<file path="config.mk">
export PLATFORM = sky130hd
export DESIGN_NAME = hfadc_seq
export DESIGN_NICKNAME = d
export VERILOG_FILES = /design/src/rtl/hfadc_pkg.sv /design/src/rtl/hfadc_therm_enc.sv /design/src/rtl/hfadc_wake.sv /design/src/rtl/hfadc_strobe_edge.sv /design/src/rtl/hfadc_seq.sv
export SDC_FILE = /design/constraint.sdc
export NUM_CORES = 1
export LEC_CHECK = 0
export ABC_AREA = 1
export BUFFER_PORTS_ARGS = -buffer_cell sky130_fd_sc_hd__buf_2
export CORE_MARGIN = 4
export CORE_UTILIZATION = 40
export DETAILED_ROUTE_END_ITERATION = 6
export GPL_TIMING_DRIVEN = 0
export PLACE_DENSITY = 0.68
export SLEW_MARGIN = 20
export SYNTH_ARGS = -nofsm -noshare
export SYNTH_HDL_FRONTEND = slang
export SYNTH_SLANG_ARGS = --single-unit
</file>
<file path="constraint.sdc">
create_clock -name clk -period 4.1 [get_ports clk]
set_input_delay 0.41 -clock clk [delete_from_list [all_inputs] [get_ports clk]]
set_output_delay 0.41 -clock clk [all_outputs]
set_load 0.01 [all_outputs]
</file>
<file path="src/rtl/hfadc_pkg.sv">
package hfadc_pkg;

    typedef enum logic [1:0] {
        PH_IDLE   = 2'd0,
        PH_RCONV  = 2'd1,
        PH_SAMPLE = 2'd2,
        PH_FINE   = 2'd3
    } phase_e;

endpackage

</file>
<file path="src/rtl/hfadc_therm_enc.sv">
module hfadc_therm_enc #(
    parameter int OUT_W = 4,
    localparam int IN_W = (1 << OUT_W) - 1
) (
    input  logic [IN_W-1:0]  therm,
    output logic [OUT_W-1:0] nib
);

    // highest set bit wins, so a stray low bubble does not corrupt the code
    always_comb begin
        nib = '0;
        for (int i = 0; i < IN_W; i++) begin
            if (therm[i]) nib = OUT_W'(i + 1);
        end
    end

endmodule

</file>
<file path="src/rtl/hfadc_wake.sv">
module hfadc_wake #(
    parameter int WAKE_CYC = 20,
    localparam int WCW = $clog2(WAKE_CYC + 1)
) (
    input  logic clk,
    input  logic rst_n,
    input  logic pd_n,
    output logic awake_o
);

    typedef struct packed {
        logic           awake;
        logic [WCW-1:0] cnt;
    } wake_t;

    wake_t wk_d, wk_q;

    always_comb begin
        wk_d = wk_q;
        if (!pd_n) begin
            wk_d.awake = 1'b0;
            wk_d.cnt   = WCW'(WAKE_CYC);
        end else if (!wk_q.awake) begin
            if (wk_q.cnt <= WCW'(1)) wk_d.awake = 1'b1;
            else                     wk_d.cnt   = wk_q.cnt - 1'b1;
        end
    end

    always_ff @(posedge clk or negedge rst_n) begin
        if (!rst_n) begin
            wk_q.awake <= 1'b1;
            wk_q.cnt   <= '0;
        end else begin
            wk_q <= wk_d;
        end
    end

    assign awake_o = wk_q.awake;

    // the block is never awake in the cycle after a low power-down input
    a_r10_sleep_clears_awake: assert property (@(posedge clk) disable iff (!rst_n)
        !pd_n |=> !awake_o);

endmodule

</file>
<file path="src/rtl/hfadc_strobe_edge.sv">
module hfadc_strobe_edge (
    input  logic clk,
    input  logic rst_n,
    input  logic awake,
    input  logic cs_n,
    input  logic rd_n,
    input  logic wr_n,
    output logic cs_fall,
    output logic cs_rise,
    output logic rd_fall,
    output logic rd_rise,
    output logic wr_fall,
    output logic wr_rise
);

    typedef struct packed {
        logic cs;
        logic rd;
        logic wr;
    } prev_t;

    prev_t pv_d, pv_q;

    always_comb begin
        pv_d.cs = cs_n;
        pv_d.rd = rd_n;
        pv_d.wr = wr_n;
    end

    always_ff @(posedge clk or negedge rst_n) begin
        if (!rst_n) pv_q <= '1;
        else        pv_q <= pv_d;
    end

    // strobe edges only count while selected and awake
    assign cs_fall = awake &  pv_q.cs & ~cs_n;
    assign cs_rise = awake & ~pv_q.cs &  cs_n;
    assign rd_fall = awake & ~cs_n &  pv_q.rd & ~rd_n;
    assign rd_rise = awake & ~cs_n & ~pv_q.rd &  rd_n;
    assign wr_fall = awake & ~cs_n &  pv_q.wr & ~wr_n;
    assign wr_rise = awake & ~cs_n & ~pv_q.wr &  wr_n;

endmodule

</file>
<file path="src/rtl/hfadc_seq.sv">
module hfadc_seq
    import hfadc_pkg::*;
#(
    parameter int NIB_W    = 4,
    parameter int CONV_CYC = 70,
    parameter int FINE_CYC = 38,
    parameter int WAKE_CYC = 20,
    localparam int THERM_W = (1 << NIB_W) - 1,
    localparam int DATA_W  = 2 * NIB_W
) (
    input  logic               clk,
    input  logic               rst_n,
    input  logic               cs_n,
    input  logic               rd_n,
    input  logic               wr_n,
    input  logic               mode_i,
    input  logic               pd_n,
    input  logic [THERM_W-1:0] coarse_therm,
    input  logic [THERM_W-1:0] fine_therm,
    output logic [DATA_W-1:0]  dout,
    output logic               dout_oe,
    output logic               irq_n,
    output logic               rdy_o
);

    localparam int MAX_CYC = (CONV_CYC > FINE_CYC) ? CONV_CYC : FINE_CYC;
    localparam int CW      = $clog2(MAX_CYC + 1);
    localparam int N_PASS  = 2;

    typedef struct packed {
        phase_e            phase;
        logic [CW-1:0]     cnt;
        logic [NIB_W-1:0]  hi;
        logic [DATA_W-1:0] res;
        logic              irq_n;
        logic              rdy_low;
    } core_t;

    core_t q, d;

    logic awake;
    logic cs_fall, cs_rise, rd_fall, rd_rise, wr_fall, wr_rise;
    logic [THERM_W-1:0] therm_arr [N_PASS];
    logic [NIB_W-1:0]   nib_arr   [N_PASS];
    logic [NIB_W-1:0]   coarse_nib, fine_nib;

    assign therm_arr[0] = coarse_therm;
    assign therm_arr[1] = fine_therm;

    for (genvar p = 0; p < N_PASS; p++) begin : g_pass
        hfadc_therm_enc #(.OUT_W(NIB_W)) i_enc (
            .therm (therm_arr[p]),
            .nib   (nib_arr[p])
        );
    end

    assign coarse_nib = nib_arr[0];
    assign fine_nib   = nib_arr[1];

    hfadc_wake #(.WAKE_CYC(WAKE_CYC)) i_wake (
        .clk     (clk),
        .rst_n   (rst_n),
        .pd_n    (pd_n),
        .awake_o (awake)
    );

    hfadc_strobe_edge i_edge (
        .clk     (clk),
        .rst_n   (rst_n),
        .awake   (awake),
        .cs_n    (cs_n),
        .rd_n    (rd_n),
        .wr_n    (wr_n),
        .cs_fall (cs_fall),
        .cs_rise (cs_rise),
        .rd_fall (rd_fall),
        .rd_rise (rd_rise),
        .wr_fall (wr_fall),
        .wr_rise (wr_rise)
    );

    always_comb begin
        d = q;
        if (!pd_n) begin
            d.phase   = PH_IDLE;
            d.cnt     = '0;
            d.irq_n   = 1'b1;
            d.rdy_low = 1'b0;
        end else begin
            if (cs_rise || rd_rise) d.irq_n = 1'b1;
            if (cs_fall && !mode_i) d.rdy_low = 1'b1;
            if (cs_rise)            d.rdy_low = 1'b0;

            // completion of the pass in flight
            unique case (q.phase)
                PH_RCONV: begin
                    if (q.cnt == CW'(1)) begin
                        d.res     = {q.hi, fine_nib};
                        d.irq_n   = 1'b0;
                        d.rdy_low = 1'b0;
                        d.phase   = PH_IDLE;
                        d.cnt     = '0;
                    end else begin
                        d.cnt = q.cnt - 1'b1;
                    end
                end
                PH_FINE: begin
                    if (rd_fall || q.cnt == CW'(1)) begin
                        d.res[NIB_W-1:0] = fine_nib;
                        d.irq_n          = 1'b0;
                        d.phase          = PH_IDLE;
                        d.cnt            = '0;
                    end else begin
                        d.cnt = q.cnt - 1'b1;
                    end
                end
                default: ;
            endcase

            // new activity, decided on the phase held before this edge
            if (wr_fall && mode_i) begin
                d.phase = PH_SAMPLE;
                d.cnt   = '0;
            end else if (rd_fall && !mode_i && q.phase == PH_IDLE) begin
                d.phase = PH_RCONV;
                d.cnt   = CW'(CONV_CYC);
                d.hi    = coarse_nib;
            end else if (wr_rise && q.phase == PH_SAMPLE) begin
                d.phase               = PH_FINE;
                d.cnt                 = CW'(FINE_CYC);
                d.res[DATA_W-1:NIB_W] = coarse_nib;
            end
        end
    end

    always_ff @(posedge clk or negedge rst_n) begin
        if (!rst_n) begin
            q.phase   <= PH_IDLE;
            q.cnt     <= '0;
            q.hi      <= '0;
            q.res     <= '0;
            q.irq_n   <= 1'b1;
            q.rdy_low <= 1'b0;
        end else begin
            q <= d;
        end
    end

    assign dout    = q.res;
    assign dout_oe = ~cs_n & ~rd_n & awake;
    assign irq_n   = q.irq_n;
    assign rdy_o   = ~q.rdy_low;

    // the interrupt only releases after a clearing edge or a power-down
    a_r5_irq_release_cause: assert property (@(posedge clk) disable iff (!rst_n)
        $rose(irq_n) |-> $past(cs_rise || rd_rise || !pd_n));

    // an idle block with chip select high stays idle
    a_r2_deselected_idle: assert property (@(posedge clk) disable iff (!rst_n)
        (cs_n && q.phase == PH_IDLE) |=> (q.phase == PH_IDLE));

    // counted end of a read-started conversion
    a_r3_read_conv_end: assert property (@(posedge clk) disable iff (!rst_n)
        (q.phase == PH_RCONV && q.cnt == CW'(1) && pd_n) |=> (!irq_n && rdy_o));

    // an early read ends the fine pass on the next cycle
    a_r7_early_read: assert property (@(posedge clk) disable iff (!rst_n)
        (q.phase == PH_FINE && rd_fall && pd_n && !(wr_fall && mode_i))
            |=> (!irq_n && q.phase == PH_IDLE));

    // power-down leaves every output inactive
    a_r10_sleep_outputs: assert property (@(posedge clk) disable iff (!rst_n)
        !pd_n |=> (q.phase == PH_IDLE && irq_n && rdy_o && !dout_oe));

endmodule

</file>
Word-level counts from Yosys, hierarchy flattened. Index checks and enable logic that the tools add are counted.

Flip-flop bits (word level): 32. Word-level logic and storage cells: 118. Input port bits: 37. Output and inout port bits: 11.

Bitwise gates (word level): 23. Order comparisons: 1. $add $sub $neg: 2. Equality and inequality tests: 11. Reductions and logical operators: 14. Multiplexer cells: 55.

Operators with widths (count): $mux W4 (20); $mux W9 (4); $mux W3 (8); $pmux W9 S2 (1); $and A1 B1 Y1 (15); $mux W2 (7); $mux W7 (2); $mux W6 (2); $ne A6 B6 Y1 const B (2); $mux W10 (1); $mux W5 (2); $pmux W5 S2 (1); $ne A2 B2 Y1 const B (4); $not A1 Y1 (8); $eq A7 B1 Y1 const B (1); $mux W1 (7); $sub A7 B1 Y7 const B (1); $ne A6 B1 Y1 const B (1); $reduce_and A3 Y1 (2); $le A5 B1 Y1 const B (1); $logic_and A1 B1 Y1 (5); $sub A5 B1 Y5 const B (1); $eq A2 B2 Y1 const B (2); $reduce_and A4 Y1 (1); 6 further kinds (7).

Longest topological paths before layout.
Depth after elaboration: 20. Gate-level depth with buffers: 17. Gate-level depth less buffers: 17.

Hierarchy. From an unflattened synthesis, not the netlist that was laid out.

Cells, all modules: 350. Area, all modules: 2263.4 um^2.

Modules (own cells, without submodules): hfadc_seq (instances 1, seq. area each 576.8 um^2, area an instance 1400.1 um^2, cells an instance 193); hfadc_wake (instances 1, seq. area each 151.4 um^2, area an instance 379.1 um^2, cells an instance 54); hfadc_therm_enc (instances 2, seq. area each 0.0 um^2, area an instance 167.7 um^2, cells an instance 41); hfadc_strobe_edge (instances 1, seq. area each 78.8 um^2, area an instance 148.9 um^2, cells an instance 21).

Worst setup path after synthesis. No wires, ideal clock.

Kind: reg-to-reg. Start point: reg i_wake.awake_o (netlist name). End point: reg q[17] in the netlist's numbering. Setup time: 0.120 ns. Data arrival time: 1.574 ns. Clock period less this slack: 1.695 ns. Data required time: 3.980 ns. Setup slack: 2.405 ns. Cell stages (with the launch flop): 15. Buffers on the path: 1. Cells stage by stage: dfstp_2 inv_2 nor2_4 inv_2 nor2_4 nand2_2 inv_2 nand4_1 nand2_1 nor2_1 nand2_2 buf_6 nand2_1 inv_1 nor3_2.

Word-level cells in the longest chain between the ends: 10. Elaborated cells between the ends (all ways): 19. Those cells by class: eq/ne: 1; mux: 6; bitwise: 7; reduce/logical: 5.

RTL lines: $and A1 B1 Y1 * (RTL line hfadc_strobe_edge.sv:38, hfadc_strobe_edge.sv:40, hfadc_strobe_edge.sv:41); $and A1 B1 Y1 (2 in series) (RTL line hfadc_strobe_edge.sv:38) `assign rd_fall = awake & ~cs_n & pv_q.rd & ~rd_n;`; $logic_or A1 B1 Y1 (RTL line hfadc_seq.sv:108) `if (rd_fall || q.cnt == CW'(1)) begin`; $mux W7 (RTL line hfadc_seq.sv:108); $pmux W9 S2 (RTL line hfadc_seq.sv:95) `unique case (q.phase)`; $mux W9 (RTL line hfadc_seq.sv:128) `end else if (wr_rise && q.phase == PH_SAMPLE) begin`; $mux W9 (RTL line hfadc_seq.sv:124) `end else if (rd_fall && !mode_i && q.phase == PH_IDLE) begin`; $mux W9 (RTL line hfadc_seq.sv:121) `if (wr_fall && mode_i) begin`; $mux W9 (RTL line hfadc_seq.sv:84) `if (!pd_n) begin`; to (decl) (RTL line hfadc_seq.sv:39) `core_t q, d;`.

Every way passes the cells marked *; elsewhere a longest branch is shown, timed or not. A chain may end at the register's enable or synchronous reset.

Worst setup path after layout.
Start point: reg i_wake.awake_o (netlist name). End point: reg q[17] in the netlist's numbering.

Word-level cells in the longest chain between the ends: 10. Elaborated cells between the ends (all ways): 19. Those cells by class: eq/ne: 1; mux: 6; bitwise: 7; reduce/logical: 5.

RTL lines (RTL line): $and A1 B1 Y1 * (hfadc_strobe_edge.sv:38, hfadc_strobe_edge.sv:40, hfadc_strobe_edge.sv:41); $and A1 B1 Y1 (2 in series) (hfadc_strobe_edge.sv:38); $logic_or A1 B1 Y1 (hfadc_seq.sv:108); $mux W7 (hfadc_seq.sv:108); $pmux W9 S2 (hfadc_seq.sv:95); $mux W9 (hfadc_seq.sv:128); $mux W9 (hfadc_seq.sv:124); $mux W9 (hfadc_seq.sv:121); $mux W9 (hfadc_seq.sv:84).

Marks and branches as above.

==> flow_summary.ini <==
[timing]
layout_setup_ws_ps = 2230
period_minus_slack_ps = 1870
tightest_slew_ps = 709
clock_skew_ps = 5.52
hold_violations = 0
slew_headroom_pct = 52.7
fin_crit_sh_pct = 45.7
setup_viol = 0
max_freq_mhz = 534
rsz0062_at_grt = no
slew_violations = 0
fin_setup_tns_ps = 0

[pwr]
irDropWorstVdd_mv = 0.142
p_leak_nw = 1.40
total_power_mw = 0.799
p_per_area_nw_per_um2 = 324

[floorplanning]
die_w_um = 79.8
pin_count = 48
num_rows = 25
initial_core_util_pct = 42.5
dieArea_um2 = 6370
die_y_um = 79.8
core_area_um2 = 4850

[clock_network]
post_cts_buffers = 0
holdBufCountCts = 0
clk-insertion-delay-late_ps = 290
clock-sinks = 32
cts_buffers = 5
h-tree-depth = 2
clk_pin_slew_worst_paths_ps = 70
tritoncts = built
cts-resized-gates = 0
root_buffer = clkbuf_8
cts_buffer_depth = 2

[final_layout]
layout.nets = 385
drive_gt1_share_pct = 24.1
utilization_pct = 50.9
syn2layout_area_growth_pct = 19.7
n_antenna_cell = 0
num-fill-cells = 503

[logic_synthesis]
yosys-top-cells-count = nand2_1, inv_1, nor2_1
synth_edf_count = 0
ys_top_cells_by_area = dfrtp_1, nand2_1, inv_1
synthDistinctLibCells = 37
synth.largest_area_cell = dfrtp_1
ys_ff_latch = 32
synth_area_um2 = 2060
yosys_warnings = 0
synthFlopType = dfrtp_1
yosysSeqAreaShare_pct = 39.1
async_reset_ff_share_pct = 100
synth_top_area_share_pct = 32.8
synth.most_common_cell = nand2_1
synth_area_per_cell_um2 = 7.11
syn_nets = 331
syn_inst = 290

[worst_setup_path]
critPathTopFamily = simple AND/OR/NAND/NOR gates
worstPathArrival_ps = 2050
path_cells = inv_2 -> nor2_4 -> inv_2 -> nor2_4 -> nand2_2 -> inv_2 -> nand4_1 -> nand2_1 -> nor2_1 -> nand2_2 -> buf_6 -> nand2_1 -> inv_1 -> nor3_2
startpoint_type = register
reg2regPathDepth = 14
cp.required_ps = 4280
timing.rr.start = i_wake.awake_o
slowest_stage = dfstp_2
reg2reg_to = q[17]
path_buf_inv = 5
critPathKind = register to register
crit_path_end_kind = register
crit_cells = 14
cp_max_fo = 10
cpMostUsedCell = inv_2
critical-path-max-stage-delay_ps = 560
rrSetupSlack_ps = 2230

[grt]
grtUsageTotal_pct = 15.6
antenna_found_initial = 0
grt_pass1_wl_um = 7900
grt_overflow_total = 0
grt_pass1_vias = 1880
grt_max_degree = 33

[drt]
vias_per_cell = 4.70
vias = 1938
drc_errors = 0
drtAntennaViolNets = 0
wl_per_cell_um = 10.8
drtPass1Iterations = 4
drt_iter0_markers = 75
wl_um = 4440

[placement]
place.gp.congestion = 0.797
detailed_place_hpwl_um = 3510
pre_cts_ws_ps = 2230
portBuffers = 47

[hold_path]
hold_class = input port to asynchronous set/reset pin

[run_status]
status = finished, final reports clean

[job]
drv_cap = 0
cell usage in the layout, fill, tap and decap left out, types with 2 or more instances in the layout:
cell type | synthesis | routed
buf_4 | 8 | 8
xor2_1 | 2 | 2
nand4_1 | 2 | 2
ha_1 | 4 | 4
a31oi_1 | 5 | 5
nor3_2 | 2 | 2
inv_2 | 3 | 3
nor2_1 | 28 | 28
nand2_1 | 73 | 73
nor4_1 | 4 | 4
o21ai_0 | 12 | 12
inv_1 | 54 | 54
clkbuf_8 | 0 | 5
nand3_1 | 24 | 24
nor2_4 | 2 | 2
dfstp_2 | 5 | 5
clkinv_2 | 0 | 2
nor3_1 | 3 | 3
a21oi_1 | 8 | 8
buf_2 | 0 | 47
a21o_1 | 3 | 3
o31ai_1 | 2 | 2
dfrtp_1 | 27 | 27
a21oi_2 | 2 | 2
nand2_2 | 2 | 2
through the flow:
step / std cells / instance area [um^2] / hold slack (ps)
finish: 412 / 2470 / 160
global route: 412 / 2470 / 237
detailed placement: 404 / 2380 / 467
CTS: 412 / 2470 / 188
global placement: 404 / 2380 / 462
floorplan: 290 / 2060 / 114
worst register-to-register path: stages, from the launching register on:
cell and delay [ps]:
dfstp_2 560, inv_2 50, nor2_4 130, inv_2 70, nor2_4 90, nand2_2 70
inv_2 60, nand4_1 90, nand2_1 90, nor2_1 70, nand2_2 90, buf_6 150
nand2_1 80, inv_1 110, nor3_2 40
cells by family after synthesis:
| group | share of synthesized area (%) |
|---|---|
| AND/OR/NAND/NOR | 30.8 |
| buffers and inverters | 14.2 |
| XOR/XNOR | 1.27 |
| flip-flops | 39.1 |
| AO/OA/AOI/OAI | 12.2 |
| adder cells (fa/ha/maj) | 2.43 |
layer usage:
metal	track usage, %	share of wire [%]	vias up
met2	27.1	48	33
met4	6.08	1.6	0
met1	19.0	46	873
li1	-	-	1024
met3	3.05	3.7	8
met5	0	0	-
sequential cells by signal, summed over array words and instances (netlist names):
signal / count
i_edge.pv_q: 3
i_wake.wk_q: 5
i_wake.awake_o: 1
q: 14
dout: 8
irq_n: 1
where the power goes:
group / internal, mW / switching (mW)
combinational: 0.0812 / 0.101
sequential: 0.349 / 0.0260
clock: 0.118 / 0.125
total: 0.548 / 0.251
layout make-up:
cell class / instances / area [um^2] / area share (%)
sequential: 32 / 807 / 32.7
buffer: 10 / 75.1 / 3.04
clock inverter: 3 / 18.8 / 0.760
tap: 67 / 83.8 / 3.40
clock buffer: 5 / 68.8 / 2.79
timing repair buffer: 47 / 235 / 9.53
inverter: 58 / 218 / 8.82
multi-input combinational: 190 / 962 / 39.0
worst max-delay path by stage:
stage,startpoint,endpoint
6_report,i_wake.awake_o,q[17]
5_1_grt,i_wake.awake_o,q[17]
4_1_cts,i_wake.awake_o,q[17]
3_5_place_dp,i_wake.awake_o,q[18]
3_3_place_gp,i_wake.awake_o,q[18]
2_1_floorplan,i_wake.awake_o,q[17]
No activity file was read; power rests on OpenSTA's default activity.
